$ cat config.mk
export PLATFORM = sky130hd
export DESIGN_NAME = unaligned_splitter
export DESIGN_NICKNAME = d
export VERILOG_FILES = /design/src/rtl/us_pkg.sv /design/src/rtl/us_classify.sv /design/src/rtl/us_lane_merge.sv /design/src/rtl/unaligned_splitter.sv
export SDC_FILE = /design/constraint.sdc
export NUM_CORES = 1
export LEC_CHECK = 0
export BUFFER_PORTS_ARGS = -buffer_cell sky130_fd_sc_hd__buf_2
export CAP_MARGIN = 10
export CORE_ASPECT_RATIO = 2
export CORE_MARGIN = 3
export CORE_UTILIZATION = 50
export CTS_CLUSTER_SIZE = 16
export DETAILED_ROUTE_END_ITERATION = 10
export PLACE_DENSITY = 0.72
export SLEW_MARGIN = 25
export SYNTH_ARGS = -nofsm -noshare
export SYNTH_HDL_FRONTEND = slang
export SYNTH_SLANG_ARGS = --single-unit
$ cat constraint.sdc
create_clock -name clk -period 3.3 [get_ports clk]
set_input_delay 0.165 -clock clk [delete_from_list [all_inputs] [get_ports clk]]
set_output_delay 0.165 -clock clk [all_outputs]
set_load 0.02 [all_outputs]
$ cat src/rtl/us_pkg.sv
package us_pkg;
  typedef enum logic [1:0] {
    CLS_ALIGNED = 2'd0,
    CLS_INUNIT  = 2'd1,
    CLS_SPLIT   = 2'd2
  } acc_class_e;

  typedef enum logic [2:0] {
    ST_IDLE, ST_RD_LO, ST_WT_LO, ST_RD_HI, ST_WT_HI, ST_WR_LO, ST_WR_HI, ST_FIN
  } seq_state_e;
endpackage

$ cat src/rtl/us_classify.sv
module us_classify
  import us_pkg::*;
#(
  parameter int ADDR_W     = 32,
  parameter int UNIT_BYTES = 8,
  localparam int OFF_W     = $clog2(UNIT_BYTES),
  localparam int UNIT_W    = ADDR_W - OFF_W
) (
  input  logic [ADDR_W-1:0] addr,
  input  logic [1:0]        size,
  output logic [UNIT_W-1:0] unit_idx,
  output logic [OFF_W-1:0]  offset,
  output logic [OFF_W:0]    byte_cnt,
  output logic              misaligned,
  output logic              split,
  output acc_class_e        cls
);
  logic [OFF_W-1:0] low_mask;
  logic [OFF_W+1:0] end_pos;

  always_comb begin
    unit_idx   = addr[ADDR_W-1:OFF_W];
    offset     = addr[OFF_W-1:0];
    byte_cnt   = (OFF_W+1)'(1) << size;
    low_mask   = OFF_W'(byte_cnt - 1'b1);
    misaligned = (offset & low_mask) != '0;
    end_pos    = {1'b0, offset} + {1'b0, byte_cnt};
    split      = end_pos > (OFF_W+2)'(UNIT_BYTES);
    if (!misaligned)  cls = CLS_ALIGNED;
    else if (split)   cls = CLS_SPLIT;
    else              cls = CLS_INUNIT;
  end
endmodule

$ cat src/rtl/us_lane_merge.sv
module us_lane_merge #(
  parameter int UNIT_BYTES = 8,
  localparam int OFF_W     = $clog2(UNIT_BYTES),
  localparam int DW        = 8 * UNIT_BYTES
) (
  input  logic [DW-1:0]    stage_lo,
  input  logic [DW-1:0]    stage_hi,
  input  logic [OFF_W-1:0] offset,
  input  logic [OFF_W:0]   byte_cnt,
  input  logic [DW-1:0]    wdata,
  output logic [DW-1:0]    load_data,
  output logic [DW-1:0]    merged_lo,
  output logic [DW-1:0]    merged_hi
);
  logic [2*DW-1:0] pair;
  logic [2*DW-1:0] pair_down;
  logic [2*DW-1:0] new_up;
  logic [2*DW-1:0] merged;
  logic [OFF_W+2:0] sh_bits;

  always_comb begin
    sh_bits   = {offset, 3'b000};
    pair      = {stage_hi, stage_lo};
    pair_down = pair >> sh_bits;
    new_up    = {{DW{1'b0}}, wdata} << sh_bits;
  end

  for (genvar b = 0; b < UNIT_BYTES; b++) begin : g_load
    assign load_data[b*8 +: 8] = (b < int'(byte_cnt)) ? pair_down[b*8 +: 8] : 8'h00;
  end

  for (genvar i = 0; i < 2*UNIT_BYTES; i++) begin : g_merge
    logic in_win;
    assign in_win = (i >= int'(offset)) && (i < int'(offset) + int'(byte_cnt));
    assign merged[i*8 +: 8] = in_win ? new_up[i*8 +: 8] : pair[i*8 +: 8];
  end

  assign merged_lo = merged[DW-1:0];
  assign merged_hi = merged[2*DW-1:DW];
endmodule

$ cat src/rtl/unaligned_splitter.sv
module unaligned_splitter
  import us_pkg::*;
#(
  parameter int ADDR_W     = 32,
  parameter int UNIT_BYTES = 8,
  localparam int OFF_W     = $clog2(UNIT_BYTES),
  localparam int UNIT_W    = ADDR_W - OFF_W,
  localparam int DW        = 8 * UNIT_BYTES
) (
  input  logic              clk,
  input  logic              rst,
  input  logic              strict_en,
  input  logic              req_valid,
  output logic              req_ready,
  input  logic [ADDR_W-1:0] req_addr,
  input  logic [1:0]        req_size,
  input  logic              req_we,
  input  logic [DW-1:0]     req_wdata,
  output logic              rsp_done,
  output logic              rsp_fault,
  output logic [1:0]        rsp_class,
  output logic [DW-1:0]     rsp_rdata,
  output logic              mem_valid,
  input  logic              mem_ready,
  output logic [UNIT_W-1:0] mem_unit,
  output logic              mem_we,
  output logic [DW-1:0]     mem_wdata,
  input  logic              mem_rvalid,
  input  logic [DW-1:0]     mem_rdata
);
  seq_state_e        state;
  logic [UNIT_W-1:0] r_unit;
  logic [OFF_W-1:0]  r_off;
  logic [OFF_W:0]    r_cnt;
  logic              r_we, r_split;
  acc_class_e        r_cls;
  logic [DW-1:0]     r_wdata, stage_lo, stage_hi;

  logic [UNIT_W-1:0] c_unit;
  logic [OFF_W-1:0]  c_off;
  logic [OFF_W:0]    c_cnt;
  logic              c_mis, c_split;
  acc_class_e        c_cls;
  logic [DW-1:0]     load_data, merged_lo, merged_hi;

  us_classify #(.ADDR_W(ADDR_W), .UNIT_BYTES(UNIT_BYTES)) u_classify (
    .addr(req_addr), .size(req_size), .unit_idx(c_unit), .offset(c_off),
    .byte_cnt(c_cnt), .misaligned(c_mis), .split(c_split), .cls(c_cls)
  );

  us_lane_merge #(.UNIT_BYTES(UNIT_BYTES)) u_merge (
    .stage_lo(stage_lo), .stage_hi(stage_hi), .offset(r_off), .byte_cnt(r_cnt),
    .wdata(r_wdata), .load_data(load_data), .merged_lo(merged_lo), .merged_hi(merged_hi)
  );

  logic hi_phase;
  always_comb begin
    hi_phase  = (state == ST_RD_HI) || (state == ST_WR_HI);
    req_ready = (state == ST_IDLE);
    mem_valid = (state == ST_RD_LO) || (state == ST_RD_HI) ||
                (state == ST_WR_LO) || (state == ST_WR_HI);
    mem_we    = (state == ST_WR_LO) || (state == ST_WR_HI);
    mem_unit  = hi_phase ? r_unit + 1'b1 : r_unit;
    mem_wdata = (state == ST_WR_HI) ? merged_hi : merged_lo;
  end

  always_ff @(posedge clk) begin
    if (rst) begin
      state     <= ST_IDLE;
      r_unit    <= '0;
      r_off     <= '0;
      r_cnt     <= '0;
      r_we      <= 1'b0;
      r_split   <= 1'b0;
      r_cls     <= CLS_ALIGNED;
      r_wdata   <= '0;
      stage_lo  <= '0;
      stage_hi  <= '0;
      rsp_done  <= 1'b0;
      rsp_fault <= 1'b0;
      rsp_class <= 2'd0;
      rsp_rdata <= '0;
    end else begin
      rsp_done <= 1'b0;
      case (state)
        ST_IDLE: if (req_valid) begin
          r_unit   <= c_unit;
          r_off    <= c_off;
          r_cnt    <= c_cnt;
          r_we     <= req_we;
          r_split  <= c_split;
          r_cls    <= c_cls;
          r_wdata  <= req_wdata;
          stage_hi <= '0;
          if (strict_en && c_mis) begin
            rsp_done  <= 1'b1;
            rsp_fault <= 1'b1;
            rsp_class <= c_cls;
            rsp_rdata <= '0;
          end else begin
            state <= ST_RD_LO;
          end
        end
        ST_RD_LO: if (mem_ready) state <= ST_WT_LO;
        ST_WT_LO: if (mem_rvalid) begin
          stage_lo <= mem_rdata;
          if (r_split)   state <= ST_RD_HI;
          else if (r_we) state <= ST_WR_LO;
          else           state <= ST_FIN;
        end
        ST_RD_HI: if (mem_ready) state <= ST_WT_HI;
        ST_WT_HI: if (mem_rvalid) begin
          stage_hi <= mem_rdata;
          state    <= r_we ? ST_WR_LO : ST_FIN;
        end
        ST_WR_LO: if (mem_ready) state <= r_split ? ST_WR_HI : ST_FIN;
        ST_WR_HI: if (mem_ready) state <= ST_FIN;
        ST_FIN: begin
          rsp_done  <= 1'b1;
          rsp_fault <= 1'b0;
          rsp_class <= r_cls;
          rsp_rdata <= r_we ? '0 : load_data;
          state     <= ST_IDLE;
        end
        default: state <= ST_IDLE;
      endcase
    end
  end

  AST_MEM_HOLD: assert property (@(posedge clk) disable iff (rst)
    mem_valid && !mem_ready |=> mem_valid && $stable(mem_unit) && $stable(mem_we));
  AST_ONE_OUTSTANDING: assert property (@(posedge clk) disable iff (rst)
    mem_valid && mem_ready && !mem_we |=> !mem_valid);
  AST_FAULT_NO_MEM: assert property (@(posedge clk) disable iff (rst)
    rsp_done && rsp_fault |-> !mem_valid);
  AST_FAULT_MISALIGNED: assert property (@(posedge clk) disable iff (rst)
    rsp_done && rsp_fault |-> rsp_class != 2'd0);
  AST_CLASS_LEGAL: assert property (@(posedge clk) disable iff (rst)
    rsp_done |-> rsp_class != 2'd3);
  AST_BUSY_NOT_READY: assert property (@(posedge clk) disable iff (rst)
    mem_valid |-> !req_ready);
endmodule

### Word-level counts from Yosys, hierarchy flattened

Cells that the tools add are included.

| cells by class | value |
|---|---|
| $add $sub $neg | 4 |
| order comparisons | 32 |
| equality and inequality tests | 16 |
| shift-type cells | 3 |
| mux-type cells | 56 |
| bitwise logic cells | 1 |
| reduce and logical (&&, ||, !) cells | 22 |

Operator list:

| operator | count |
|---|---|
| two-way mux 64 bit | 6 |
| less-than comparator 5 x 32 -> 1 bit (first input constant) | 8 |
| one-hot mux 64 bit (2 select lines) | 2 |
| two-way mux 8 bit | 24 |
| less-than comparator 4 x 32 -> 1 bit (first input constant) | 4 |
| << shifter 64 x 6 -> 128 bit | 1 |
| right shift 128 x 6 -> 64 bit | 1 |
| less-than comparator 3 x 32 -> 1 bit (first input constant) | 2 |
| less-than comparator 1 x 32 -> 1 bit (first input constant) | 1 |
| less-than comparator 2 x 32 -> 1 bit (first input constant) | 1 |
| adder 29 x 1 -> 29 bit (second input constant) | 1 |
| two-way mux 29 bit | 1 |
| two-way mux 3 bit | 9 |
| one-hot mux 3 bit (8 select lines) | 1 |
| less-than comparator 3 x 4 -> 1 bit (first input constant) | 4 |
| inequality test 2 bit (second input constant) | 8 |
| == test 3 bit (second input constant) | 4 |
| adder 3 x 4 -> 5 bit | 2 |
| two-way mux 2 bit | 5 |
| greater-or-equal comparator 3 bit (first input constant) | 3 |
| logical AND 1 bit | 8 |
| less-than comparator 1 x 4 -> 1 bit (first input constant) | 2 |
| less-than comparator 2 x 4 -> 1 bit (first input constant) | 2 |
| AND reduction 8 bit | 1 |
| 18 further kinds | 33 |

| word-level totals | value |
|---|---|
| register bits | 303 |
| input port bits | 169 |
| output and inout bits | 164 |

### Logic depth before layout (Yosys ltp)

| depth | value |
|---|---|
| depth after elaboration | 8 |
| gate-level depth with buffers | 11 |
| depth with buffers taken out | 10 |

### Modules after synthesis

A second synthesis with hierarchy kept.

| unflattened totals | value |
|---|---|
| cells, all modules | 2477 |
| area total of the unflattened synthesis | 20193.1 um2 |

By module, submodules not included:

| module | times used | cells each | area each (um2) |
|---|---|---|---|
| unaligned_splitter | 1 | 1529 | 12607.1 |
| us_lane_merge | 1 | 889 | 7125.6 |
| us_classify | 1 | 59 | 460.4 |

### Least setup slack after synthesis

No wires, ideal clock.

| timing path | value |
|---|---|
| path type | register to output |
| start | register r_cnt[0] |
| end | output port mem_wdata[38] |
| arrival time | 2901 ps |
| path slack | 234 ps |
| stages on the path, launching flop included | 10 |
| buffers on the path | 2 |
| cells stage by stage | dfxtp_1 ha_1 fa_1 and3b_1 buf_2 nand3b_1 a21oi_2 buf_4 mux2_2 a221oi_1 |

| on the way | value |
|---|---|
| word-level cells in the longest chain between the ends | 5 |
| elaborated cells on any way between the ends | 7 |
| classes of those cells | 1 x add/sub; 2 x order compare; 3 x mux; 1 x reduce/logical |

RTL lines:

| element | line | RTL |
|---|---|---|
| start: declaration | unaligned_splitter.sv:34 | `logic [OFF_W:0] r_cnt;` |
| start signal: assignment | unaligned_splitter.sv:89 | `r_cnt <= c_cnt;` |
| adder 3 x 4 -> 5 bit * | us_lane_merge.sv:34 | `assign in_win = (i >= int'(offset)) && (i < int'(offset) + int'(byte_cnt));` |
| less-than comparator 4 x 32 -> 1 bit | us_lane_merge.sv:34 |  |
| logical AND 1 bit | us_lane_merge.sv:34 |  |
| two-way mux 8 bit | us_lane_merge.sv:35 | `assign merged[i*8 +: 8] = in_win ? new_up[i*8 +: 8] : pair[i*8 +: 8];` |
| two-way mux 64 bit * | unaligned_splitter.sv:64 | `mem_wdata = (state == ST_WR_HI) ? merged_hi : merged_lo;` |
| end: declaration | unaligned_splitter.sv:27 | `output logic [DW-1:0] mem_wdata,` |

Mark *: on every way between the ends. The rest lies on a longest branch, timed or not.

### Worst setup path in the final report

| timing path | value |
|---|---|
| start | register r_off[0] |
| end | output port mem_wdata[43] |

| on the way | value |
|---|---|
| word-level cells in the longest chain between the ends | 5 |
| elaborated cells on any way between the ends | 9 |
| classes of those cells | 1 x add/sub; 3 x order compare; 1 x shift; 3 x mux; 1 x reduce/logical |

RTL lines:

| element | line | RTL |
|---|---|---|
| start: declaration | unaligned_splitter.sv:33 | `logic [OFF_W-1:0] r_off;` |
| start signal: assignment | unaligned_splitter.sv:88 | `r_off <= c_off;` |
| adder 3 x 4 -> 5 bit | us_lane_merge.sv:34 |  |
| less-than comparator 4 x 32 -> 1 bit | us_lane_merge.sv:34 |  |
| logical AND 1 bit | us_lane_merge.sv:34 |  |
| two-way mux 8 bit | us_lane_merge.sv:35 |  |
| two-way mux 64 bit * | unaligned_splitter.sv:64 |  |

Marks and branches as above.

==> results.ini <==
[global_routing]
gr-total-overflow = 0
grtUsageMet1_pct = 42.3
grtUsageMet3_pct = 12.4
antenna_found_initial = 13
grt_first_pass_wirelength_mm = 129
grtUsageMet2_pct = 68.3
grt_pass1_vias = 20404
grt_max_degree = 121
grtUsageTotal_pct = 42.7
busiest_layer = met2

[yosys]
postSynthCellCount = 2289
synthMuxAreaShare_pct = 24.5
yosys.area_share.simple_pct = 18.3
synth_nets = 2468
synthXorXnorAreaFrac_pct = 1.50
synth-adder-area-share_pct = 0.781
yosysMostFrequentCell = nand2_1
yosys.area.top_type = dfxtp_1
yosys_warnings = 0
synth_common_cells = 541 x nand2_1, 315 x a21oi_1, 303 x dfxtp_1, 144 x mux2_2, 125 x clkbuf_1
syn_area_per_cell_um2 = 8.39
yosys_register_bits = 303
netlist.area_leader.share_pct = 31.6
ys_seq_area_share_pct = 31.6
async_flop_share_pct = 0
synthFlopType = dfxtp_1
synth_edf_count = 0
synth_cell_types = 76
ys_top_cells_by_area = dfxtp_1 32%, mux4_2 12%, nand2_1 11%
synth_top_family_by_area = multiplexers
synth_compound_area_share_pct = 18.2
synth.cell_area_um2 = 19200

[critical_path]
r2r-end = rsp_rdata[57]
ff2ff_path_depth = 6
worstPathRequired_ns = 3.13
path_class = reg2out
cp_max_fo = 8
cp-startpoint = r_off[0]
r2r_start = r_off[1]
endpoint = mem_wdata[43]
start_kind = flop
ff2ff_setup_slack_ns = 0.34
end_kind = output port
worstPathArrival_ns = 3.17

[finish]
fin_area_um2 = 24600
fin_cells = 3198
seq_area_um2 = 6080
fillCellCount = 3157
final_layout_size_suffix_gt1_share_pct = 30.5
nets = 2883
multiInputGateArea_um2 = 12700
syn_to_final_growth_pct = 28.2

[placed_design]
hpwlAfterDp_mm = 64.1
gp_congestion = 1.09
dp_cells = 2945
numPortBuffers = 332
placed_area_um2 = 21200

[routing]
wirelength_mm = 89.7
first_iter_violations = 2121
num_vias = 21077
dr.pass1.iters = 6
wl_per_cell_um = 28.0
via_per_inst = 6.59
ant_nets = 0
drc = 0

[clock_network]
clkSinkCount = 303
cts_max_level = 1
cts.clk_slew.worst_paths_ns = 0.07
numCtsBuffers = 28
cts_tree = built
clk_latency_ns = 0.59
clock_path_buffers = 3
root_buffer = clkbuf_16

[die]
fp.dieW_um = 145
dieArea_um2 = 41000
initial_core_util_pct = 50.7
die_h_um = 283
coreArea_um2 = 37900
rows = 101
ios = 333

[timing]
clock_skew_ns = 0.0230
hold_violations = 0
layout_setup_ws_ns = -0.0387
fin_crit_ns = 3.34
fin_crit_sh_pct = 101
setup_viol = 2
slew_headroom_pct = 30.6
rsz0062_at_grt = yes
tightest_slew_ns = 1.04
max_freq_ghz = 0.300
slew_violations = 0

[power_and_ir_drop]
peakVddDrop_uv = 519
cellLeakagePower_nw = 9.65
power.density_nw_per_um2 = 585

[run]
cap_violations = 0

[status]
violations = setup timing
status = finished, violations left

[min_path]
hp-class = in2reg

==> worst max-delay path: stages (launching register included) <==
cell and delay, ns:
dfxtp_4 0.36, ha_4 0.17, fa_2 0.52, maj3_2 0.35, a21boi_2 0.15, o22ai_1 0.18
buf_4 0.21, buf_4 0.14, a221oi_4 0.06, nor3_2 0.22, buf_2 0.22
==> cell type report <==
type                       instances  share of cell area (%)
multi-input combinational       1756                    51.4
tap                              463                    2.35
antenna                           11                   0.112
inverter                          27                   0.411
clock inverter                    13                   0.528
clock buffer                      37                    3.06
timing repair buffer             588                    17.4
sequential                       303                    24.7
==> flip-flops by register name (all words and copies together) (netlist names), 3 cells and up <==
signal	cells
r_unit	29
stage_lo	64
state	3
r_off	3
stage_hi	64
r_cnt	4
rsp_rdata	64
r_wdata	64
==> worst min path at each step <==
stage,endpoint,startpoint,depth (start not counted),slack [ns]
2_1_floorplan,r_unit[25],req_addr[28],2,0.30
3_3_place_gp,r_wdata[21],req_wdata[21],3,0.40
3_5_place_dp,r_unit[9],req_addr[12],3,0.41
4_1_cts,state[1],mem_ready,4,0.02
5_1_grt,state[1],mem_ready,4,0.05
6_report,state[1],mem_ready,4,0.03
==> layer usage <==
metal	part of all wire [%]	routed length [um]
met3	9.3	8330
met2	47	41800
met1	31	27500
met5	0.032	29
met4	13	12000
==> report_power, final <==
part           switching [W]  internal, W  total, W
combinational        0.00395      0.00244   0.00640
clock                0.00154      0.00171   0.00325
sequential          0.000736      0.00404   0.00477
==> stage by stage <==
step / setup WS, ns / setup TNS, ns / total power (W) / utilization, % / hold slack, ns
after floorplan: 0.234 / 0 / 0.00843 / - / 0.301
after global placement: 0.202 / 0 / 0.0103 / 56.0 / 0.405
after detailed placement: 0.190 / 0 / 0.0104 / 56.0 / 0.412
after CTS: -0.0308 / -0.0484 / 0.0140 / 64.1 / 0.0150
after global routing: -0.121 / -1.97 / 0.0149 / 64.9 / 0.0470
final: -0.0387 / -0.0551 / 0.0144 / 65.0 / 0.0256
==> placed cells by master, fill, tap and decap left out, drive strengths merged, types with 20 or more instances in the layout <==
cell / n
nand2: 541
mux4: 104
mux2i: 75
buf: 423
nor3: 40
a211oi: 23
clkbuf: 39
dlygate4sd3: 162
o21ai: 107
dfxtp: 303
inv: 31
o22ai: 20
nor2: 54
a21oi: 318
nand4: 28
nand3: 89
mux2: 144
==> timing repair <==
item,in CTS,in global routing
setup buffers,20,8
hold endpoints to repair,226,0
pin swaps,11,7
setup endpoints to repair,64,56
hold buffers,162,0
cloned,1,1
resized for setup,66,51
==> kinds of logic (layout without fill, tap and decap cells) <==
kind of cell,Yosys count,count (layout)
AO/OA/AOI/OAI,577,577
XOR/XNOR,32,32
adder cells (fa/ha/maj),11,11
buffers and inverters,230,665
flip-flops,303,303
multiplexers,323,323
other,0,11
AND/OR/NAND/NOR,813,813
Note: power is estimated with default switching activity, not from simulation.
